File: src/rtl/mesi_pkg.sv
package mesi_pkg;
   localparam int ST_W  = 2;
   localparam int CMD_W = 3;
   localparam int OP_W  = 2;

   typedef enum logic [ST_W-1:0] {
      LS_INV = 2'd0,
      LS_SHR = 2'd1,
      LS_EXC = 2'd2,
      LS_MOD = 2'd3
   } line_state_e;

   typedef enum logic [CMD_W-1:0] {
      BC_NONE  = 3'd0,
      BC_READ  = 3'd1,
      BC_READX = 3'd2,
      BC_UPGR  = 3'd3,
      BC_WBACK = 3'd4
   } bus_cmd_e;

   typedef enum logic [OP_W-1:0] {
      OP_RD    = 2'd0,
      OP_WR    = 2'd1,
      OP_EVICT = 2'd2,
      OP_NOP   = 2'd3
   } cpu_op_e;
endpackage

File: src/rtl/mesi_snoop_react.sv
module mesi_snoop_react
   import mesi_pkg::*;
(
   input  line_state_e state_i,
   input  logic        snoop_valid_i,
   input  bus_cmd_e    snoop_cmd_i,
   output line_state_e next_state_o,
   output logic        flush_o,
   output logic        shared_o
);
   always_comb begin
      next_state_o = state_i;
      flush_o      = 1'b0;
      shared_o     = 1'b0;
      if (snoop_valid_i && state_i != LS_INV) begin
         case (snoop_cmd_i)
            BC_READ: begin
               shared_o     = 1'b1;
               flush_o      = (state_i == LS_MOD);
               next_state_o = LS_SHR;
            end
            BC_READX, BC_UPGR: begin
               flush_o      = (state_i == LS_MOD);
               next_state_o = LS_INV;
            end
            default: ;
         endcase
      end
   end
endmodule

File: src/rtl/mesi_cpu_decode.sv
module mesi_cpu_decode
   import mesi_pkg::*;
#(
   parameter int UPGRADE_EN = 1
) (
   input  line_state_e state_i,
   input  cpu_op_e     op_i,
   output logic        hit_o,
   output line_state_e hit_state_o,
   output bus_cmd_e    miss_cmd_o
);
   bus_cmd_e shr_wr_cmd;

   generate
      if (UPGRADE_EN != 0) begin : g_upgr
         assign shr_wr_cmd = BC_UPGR;
      end else begin : g_readx
         assign shr_wr_cmd = BC_READX;
      end
   endgenerate

   always_comb begin
      hit_o       = 1'b1;
      hit_state_o = state_i;
      miss_cmd_o  = BC_NONE;
      case (op_i)
         OP_RD: begin
            if (state_i == LS_INV) begin
               hit_o      = 1'b0;
               miss_cmd_o = BC_READ;
            end
         end
         OP_WR: begin
            case (state_i)
               LS_EXC: hit_state_o = LS_MOD;
               LS_SHR: begin
                  hit_o      = 1'b0;
                  miss_cmd_o = shr_wr_cmd;
               end
               LS_INV: begin
                  hit_o      = 1'b0;
                  miss_cmd_o = BC_READX;
               end
               default: ;
            endcase
         end
         OP_EVICT: begin
            if (state_i == LS_MOD) begin
               hit_o      = 1'b0;
               miss_cmd_o = BC_WBACK;
            end else begin
               hit_state_o = LS_INV;
            end
         end
         default: ;
      endcase
   end
endmodule

File: src/rtl/mesi_pend_tracker.sv
module mesi_pend_tracker
   import mesi_pkg::*;
(
   input  logic        clk_i,
   input  logic        rst_ni,
   input  logic        load_i,
   input  bus_cmd_e    load_cmd_i,
   input  logic        grant_i,
   input  logic        snoop_valid_i,
   input  line_state_e snoop_state_i,
   output logic        valid_o,
   output bus_cmd_e    cmd_o,
   output logic        cancel_o
);
   logic taken;
   logic wb_moot;
   logic upg_lost;

   assign taken    = grant_i && valid_o;
   assign wb_moot  = valid_o && snoop_valid_i && (cmd_o == BC_WBACK) && (snoop_state_i != LS_MOD);
   assign upg_lost = valid_o && snoop_valid_i && (cmd_o == BC_UPGR) && (snoop_state_i == LS_INV);
   assign cancel_o = wb_moot && !taken;

   always_ff @(posedge clk_i) begin
      if (!rst_ni) begin
         valid_o <= 1'b0;
         cmd_o   <= BC_NONE;
      end else if (taken) begin
         valid_o <= 1'b0;
         cmd_o   <= BC_NONE;
      end else if (wb_moot) begin
         valid_o <= 1'b0;
         cmd_o   <= BC_NONE;
      end else if (upg_lost) begin
         cmd_o   <= BC_READX;
      end else if (load_i && !valid_o) begin
         valid_o <= 1'b1;
         cmd_o   <= load_cmd_i;
      end
   end
endmodule

File: src/rtl/mesi_line_ctrl.sv
module mesi_line_ctrl
   import mesi_pkg::*;
#(
   parameter int UPGRADE_EN = 1
) (
   input  logic                    clk_i,
   input  logic                    rst_ni,
   input  logic                    cpu_valid_i,
   input  logic [OP_W-1:0]         cpu_op_i,
   output logic                    cpu_ready_o,
   output logic                    cpu_done_o,
   output logic                    bus_req_o,
   output logic [CMD_W-1:0]        bus_cmd_o,
   input  logic                    bus_grant_i,
   input  logic                    snoop_valid_i,
   input  logic [CMD_W-1:0]        snoop_cmd_i,
   input  logic                    shared_i,
   output logic                    shared_o,
   output logic                    flush_o,
   output logic [ST_W-1:0]         state_o
);
   generate
      if (UPGRADE_EN != 0 && UPGRADE_EN != 1) begin : g_bad_upgr
         $fatal(1, "UPGRADE_EN must be 0 or 1");
      end
      if ($bits(bus_cmd_e) != CMD_W || $bits(line_state_e) != ST_W) begin : g_bad_width
         $fatal(1, "encoding widths disagree with package widths");
      end
   endgenerate

   line_state_e state_q, state_d, snp_state, hit_state, grant_state;
   bus_cmd_e    miss_cmd, pend_cmd;
   logic        hit, snp_flush, pend_valid, pend_cancel;
   logic        cpu_accept, grant_take;

   assign cpu_ready_o = !pend_valid && !snoop_valid_i;
   assign cpu_accept  = cpu_valid_i && cpu_ready_o;
   assign grant_take  = bus_grant_i && pend_valid;

   mesi_snoop_react u_snoop (
      .state_i      (state_q),
      .snoop_valid_i(snoop_valid_i),
      .snoop_cmd_i  (bus_cmd_e'(snoop_cmd_i)),
      .next_state_o (snp_state),
      .flush_o      (snp_flush),
      .shared_o     (shared_o)
   );

   mesi_cpu_decode #(.UPGRADE_EN(UPGRADE_EN)) u_decode (
      .state_i    (state_q),
      .op_i       (cpu_op_e'(cpu_op_i)),
      .hit_o      (hit),
      .hit_state_o(hit_state),
      .miss_cmd_o (miss_cmd)
   );

   mesi_pend_tracker u_pend (
      .clk_i        (clk_i),
      .rst_ni       (rst_ni),
      .load_i       (cpu_accept && !hit),
      .load_cmd_i   (miss_cmd),
      .grant_i      (bus_grant_i),
      .snoop_valid_i(snoop_valid_i),
      .snoop_state_i(snp_state),
      .valid_o      (pend_valid),
      .cmd_o        (pend_cmd),
      .cancel_o     (pend_cancel)
   );

   always_comb begin
      case (pend_cmd)
         BC_READ:           grant_state = shared_i ? LS_SHR : LS_EXC;
         BC_READX, BC_UPGR: grant_state = LS_MOD;
         BC_WBACK:          grant_state = LS_INV;
         default:           grant_state = snp_state;
      endcase
   end

   always_comb begin
      if (grant_take)             state_d = grant_state;
      else if (cpu_accept && hit) state_d = hit_state;
      else                        state_d = snp_state;
   end

   always_ff @(posedge clk_i) begin
      if (!rst_ni) state_q <= LS_INV;
      else         state_q <= state_d;
   end

   assign state_o    = state_q;
   assign bus_req_o  = pend_valid;
   assign bus_cmd_o  = pend_cmd;
   assign flush_o    = snp_flush || (grant_take && pend_cmd == BC_WBACK);
   assign cpu_done_o = (cpu_accept && hit) || grant_take || pend_cancel;
endmodule

File: config.mk
export PLATFORM = sky130hd
export DESIGN_NAME = mesi_line_ctrl
export DESIGN_NICKNAME = d
export VERILOG_FILES = /design/src/rtl/mesi_pkg.sv /design/src/rtl/mesi_snoop_react.sv /design/src/rtl/mesi_cpu_decode.sv /design/src/rtl/mesi_pend_tracker.sv /design/src/rtl/mesi_line_ctrl.sv
export SDC_FILE = /design/constraint.sdc
export NUM_CORES = 1
export LEC_CHECK = 0
export ABC_AREA = 1
export BUFFER_PORTS_ARGS = -buffer_cell sky130_fd_sc_hd__buf_2
export CAP_MARGIN = 20
export CORE_ASPECT_RATIO = 1.1
export CORE_UTILIZATION = 35
export CTS_CLUSTER_DIAMETER = 150
export CTS_CLUSTER_SIZE = 8
export DETAILED_ROUTE_END_ITERATION = 10
export PLACE_DENSITY = 0.62
export SLEW_MARGIN = 20
export SYNTH_ARGS = -nofsm -noshare
export SYNTH_HDL_FRONTEND = slang
export SYNTH_SLANG_ARGS = --single-unit
File: constraint.sdc
create_clock -name clk_i -period 2.5 [get_ports clk_i]
set_clock_uncertainty 0.05 [all_clocks]
set_input_delay 0.5 -clock clk_i [delete_from_list [all_inputs] [get_ports clk_i]]
set_output_delay 0.5 -clock clk_i [all_outputs]
set_load 0.05 [all_outputs]
# Word-level counts from Yosys, hierarchy flattened
# Index checks and enable logic that the tools add are counted.
word_totals:
  ff_bits: 6
  in_bits: 11
  elab_cells: 79
op_classes:
  eq_ne: 16
  muxes: 23
  bitwise: 2
  reduce_logical: 34
op_table:
  columns: ["op", "count"]
  rows:
  - ["$mux W2", 8]
  - ["$logic_and A1 B1 Y1", 14]
  - ["$eq A3 B2 Y1 const B", 4]
  - ["$pmux W2 S2", 3]
  - ["$pmux W3 S3", 1]
  - ["$mux W1", 8]
  - ["$ne A4 B4 Y1 const B", 2]
  - ["$eq A2 B2 Y1 const B", 3]
  - ["$eq A3 B1 Y1 const B", 2]
  - ["$logic_not A2 Y1", 3]
  - ["$pmux W2 S3", 1]
  - ["$reduce_or A2 Y1", 3]
  - ["$reduce_or A3 Y1", 2]
  - ["$eq A2 B1 Y1 const B", 2]
  - ["$logic_not A1 Y1", 4]
  - ["$ne A4 B2 Y1 const B", 1]
  - ["$reduce_bool A2 Y1", 2]
  - ["$reduce_or A4 Y1", 1]
  - ["$eq A3 B3 Y1 const B", 1]
  - ["$logic_or A1 B1 Y1", 3]
  - ["$mux W3", 1]
  - ["$pmux W1 S3", 1]
  - ["$reduce_and A3 Y1", 1]
  - ["$ne A2 B2 Y1 const B", 1]
  - ["2 further kinds", 3]

# Longest topological paths before layout
depth:
  depth_word: 9
  mapped_depth: 12
  mapped_depth_nobuf: 11

# Cells and area by module
# Synthesis repeated with hierarchy kept, for this count alone.
unflattened:
  cells_unflattened: 116
  area_unflattened_um2: 640.6
by_module_without_submodules:
  columns: ["module", "instances", "cells_per_inst", "area_per_inst_um2", "seq_area_each_um2"]
  rows:
  - ["mesi_line_ctrl", 1, 41, 220.2, 40.0]
  - ["mesi_pend_tracker", 1, 35, 214.0, 80.1]
  - ["mesi_cpu_decode", 1, 26, 146.4, 0.0]
  - ["mesi_snoop_react", 1, 14, 60.1, 0.0]

# Worst setup path after synthesis
# OpenSTA, ideal clock, no wires.
synth_path:
  kind: "flip-flop to output port"
  start: "reg state_q[1], in the netlist state_o[1]"
  end: "out flush_o"
  t_arrival_ns: 1.848
  t_required_ns: 1.950
  setup_slack_ns: 0.102
  path_stages_with_launch: 6
  path_cell_list: "dfxtp_1 -> buf_6 -> nor2_2 -> nor2_2 -> nand2_1 -> o22ai_1"
synth_between:
  elab_chain_cells: 4
  elab_cells_between_ends: 6
synth_rtl:
  columns: ["item", "line_no", "rtl"]
  rows:
  - ["start: declaration", "mesi_line_ctrl.sv:31", "line_state_e state_q, state_d, snp_state, hit_state, grant_state;"]
  - ["start signal: assignment", "mesi_line_ctrl.sv:87", "else state_q <= state_d;"]
  - ["$eq A2 B2 Y1 or $reduce_bool A2 Y1 (tied branches)", "mesi_snoop_react.sv:19, mesi_snoop_react.sv:23, mesi_snoop_react.sv:15", null]
  - ["$mux W1 or $logic_and A1 B1 Y1 (tied branches)", null, null]
  - ["$mux W1 (*)", "mesi_snoop_react.sv:15", "if (snoop_valid_i && state_i != LS_INV) begin"]
  - ["$logic_or A1 B1 Y1 (*)", "mesi_line_ctrl.sv:93", "assign flush_o = snp_flush || (grant_take && pend_cmd == BC_WBACK);"]
  - ["end: declaration", "mesi_line_ctrl.sv:19", "output logic flush_o,"]
# Mark *: on every way between the ends. The rest lies on a longest branch, timed or not.

# Final worst setup path
layout_path:
  start: "in cpu_op_i[1]"
  end: "out cpu_done_o"
layout_between:
  elab_chain_cells: 5
  elab_cells_between_ends: 7
layout_rtl:
  columns: ["item", "line_no", "rtl"]
  rows:
  - ["start: declaration", "mesi_line_ctrl.sv:9", "input logic [OP_W-1:0] cpu_op_i,"]
  - ["$eq A2 B2 Y1, or another cell as far along", "mesi_cpu_decode.sv:26", "case (op_i)"]
  - ["$pmux W1 S3 (*)", "mesi_cpu_decode.sv:26", null]
  - ["$logic_and A1 B1 Y1 (*)", "mesi_line_ctrl.sv:94", "assign cpu_done_o = (cpu_accept && hit) || grant_take || pend_cancel;"]
  - ["$logic_or A1 B1 Y1 (*) (2 in series)", "mesi_line_ctrl.sv:94", null]
  - ["end: declaration", "mesi_line_ctrl.sv:11", "output logic cpu_done_o,"]
# Marks and branches as above.

==> impl_metrics.json <==
{
  "outcome": "finished, violations left",
  "syn_area_um2": 667,
  "cp.arrival_ns": 1.65,
  "drive_above_1_share_pct": 30.2,
  "num_vias": 707,
  "hold_ws_ns": 0.411,
  "track_usage_pct": 15.1,
  "ir_worst_vdd_v": 0.000341,
  "placed_cell_area_um2": 793,
  "cts_tree": "yes",
  "antenna_found_initial": 0,
  "portBuffers": 20,
  "crit_path_max_fanout": 4,
  "syn_avg_cell_area_um2": 6.35,
  "final_common_cell": "nand2_1",
  "wl_um": 1450,
  "slew_violations": 0,
  "die_y_um": 47.8,
  "diodes": 0,
  "crit_type": "input pin to primary output",
  "finalSetupViolations": 0,
  "yosys_warnings": 0,
  "utilization_pct": 45.8,
  "end_kind": "primary output",
  "fp.dieArea_mm2": 0.00208,
  "cts_buffer_depth": 2,
  "stdcell_area_um2": 816,
  "drt_iter0_drc": 13,
  "cts_inserted_buffers": 3,
  "cts_max_level": 1,
  "netlist-cell-type-count": 25,
  "fin_tns_setup_ns": 0,
  "intPower_mw": 0.194,
  "firstDrtPassIters": 7,
  "postRouteAntennaNets": 0,
  "drt-vias-per-instance": 4.81,
  "overflow": 0,
  "netlist_instances": 105,
  "power_density_mw_per_mm2": 384,
  "dp_hpwl_um": 1240,
  "grt_pass1_vias": 580,
  "p_leak_nw": 0.444,
  "post_cts_buffers": 0,
  "gp_congestion": 0.826,
  "relSlewSlack_pct": 79.1,
  "fp.coreArea_mm2": 0.00178,
  "fin_crit_ns": 2.20,
  "p_clk_share_pct": 28.2,
  "synth-seq-area-share_pct": 18.0,
  "die_x_um": 43.6,
  "fmax_mhz": 454,
  "clk_latency_ns": 0.24,
  "p_switching_mw": 0.119,
  "r2r-start": "state_o[1]",
  "syn2layout_area_growth_pct": 22.3,
  "start_kind": "input pin",
  "hold_viol_final": 0,
  "seq_power_share_pct": 33.8,
  "hold_path.class": "input pin to register",
  "r2r_setup_slack_ns": 1.06,
  "worst_pin_slew_ns": 0.313,
  "avgRoutedWirePerCell_um": 9.83,
  "required_ns": 1.95,
  "ys_seq_elements": 6,
  "clkSinkCount": 6,
  "cap_violations": 0,
  "post_cts_resized": 0,
  "holdBufCountCts": 0,
  "crit_path_start": "cpu_op_i[1]",
  "final_nets": 146,
  "clk_pin_slew_ns": 0.04,
  "violations": "design-rule violations",
  "comb_power_share_pct": 38.0,
  "timing.rr.end": "state_o[0]",
  "final_cell_mix": "nand2_1 (29), buf_2 (20), inv_1 (19)",
  "grt_start_max_net_pins": 10,
  "cts-root-buf": "clkbuf_4",
  "finalPower_mw": 0.313,
  "synth.net_count": 120,
  "start_util_pct": 37.4,
  "grt_pass1_wl_um": 2260,
  "rsz0062_at_grt": "no",
  "cp-endpoint": "cpu_done_o",
  "period_share_pct": 88.1,
  "p_sw_share_pct": 38.1,
  "drc_errors": 2,
  "placement_rows": 16,
  "reg2regPathDepth": 9,
  "num_io_pins": 21
}
==> metal layers <==
metal / vias up / wire (um) / GRT usage [%]
met2: 18 / 658 / 26.0
met4: 0 / 0 / 0
met3: 0 / 63 / 5.66
li1: 382 / - / -
met5: - / 0 / 0
met1: 307 / 723 / 19.4
==> power by group through the flow <==
stage               Sequential, mW  Clock, mW  Combinational, mW
detailed placement           0.108          0              0.119
global route                 0.106     0.0991              0.132
finish                       0.106     0.0884              0.119
floorplan                    0.125          0             0.0718
global placement             0.107          0              0.119
CTS                          0.106     0.0931              0.120
==> sequential cells by signal, indices dropped and copies added (netlist names) <==
| signal | count |
|---|---|
| u_pend.cmd_o | 3 |
| state_o | 2 |
| u_pend.valid_o | 1 |
==> cells in the mapped netlist, drive strengths merged <==
| library cell | count | share of area (%) |
|---|---|---|
| ha | 4 | 7.5 |
| or2 | 1 | 0.94 |
| dfxtp | 6 | 18 |
| o22ai | 1 | 0.94 |
| buf | 1 | 1.7 |
| nand4 | 2 | 4.1 |
| nand3 | 12 | 12 |
| o21ai | 5 | 4.3 |
| nor2 | 11 | 6.9 |
| a21oi | 5 | 5.4 |
| nor3 | 1 | 0.75 |
| nand3b | 2 | 2.3 |
| nand2 | 33 | 21 |
| nor3b | 2 | 3.9 |
| inv | 19 | 11 |
==> per-stage QoR <==
stage	std cells	setup slack [ns]
2_1_floorplan	105	0.102
3_3_place_gp	144	0.345
3_5_place_dp	144	0.293
4_1_cts	147	0.293
5_1_grt	147	0.210
6_report	147	0.298
==> layout make-up <==
| class | instances | area [um^2] |
|---|---|---|
| fillers | 189 | 966 |
| multi-input cells | 79 | 464 |
| flip-flops and latches | 6 | 120 |
| repair buffers | 22 | 115 |
| inverters | 19 | 71.3 |
| clock buffers | 3 | 22.5 |
| well taps | 18 | 22.5 |
==> worst min path at each step <==
stage	start	endpoint	depth (start not counted)
final	rst_ni	state_o[0]	3
after global routing	rst_ni	state_o[0]	3
after CTS	rst_ni	state_o[0]	3
after detailed placement	u_pend.cmd_o[0]	u_pend.cmd_o[0]	2
after global placement	u_pend.cmd_o[2]	u_pend.cmd_o[2]	2
after floorplan	rst_ni	state_o[0]	2
==> kinds of logic (layout without fill, tap and decap cells) <==
group                      after synthesis  count (layout)  share of synthesized area (%)
buffers and inverters                   20              44                           12.4
and+or+nand+nor                         64              64                           51.4
DFF                                      6               6                           18.0
adders and majority gates                4               4                           7.50
AOI/OAI and AO/OA                       11              11                           10.7
==> worst max-delay path, stage by stage <==
cell	delay, ns
buf_2	0.10
inv_1	0.06
ha_1	0.21
a21oi_2	0.27
nand3_4	0.12
nand2_2	0.11
nand3_1	0.08
buf_2	0.21
Power figures use the tool's default switching activity.
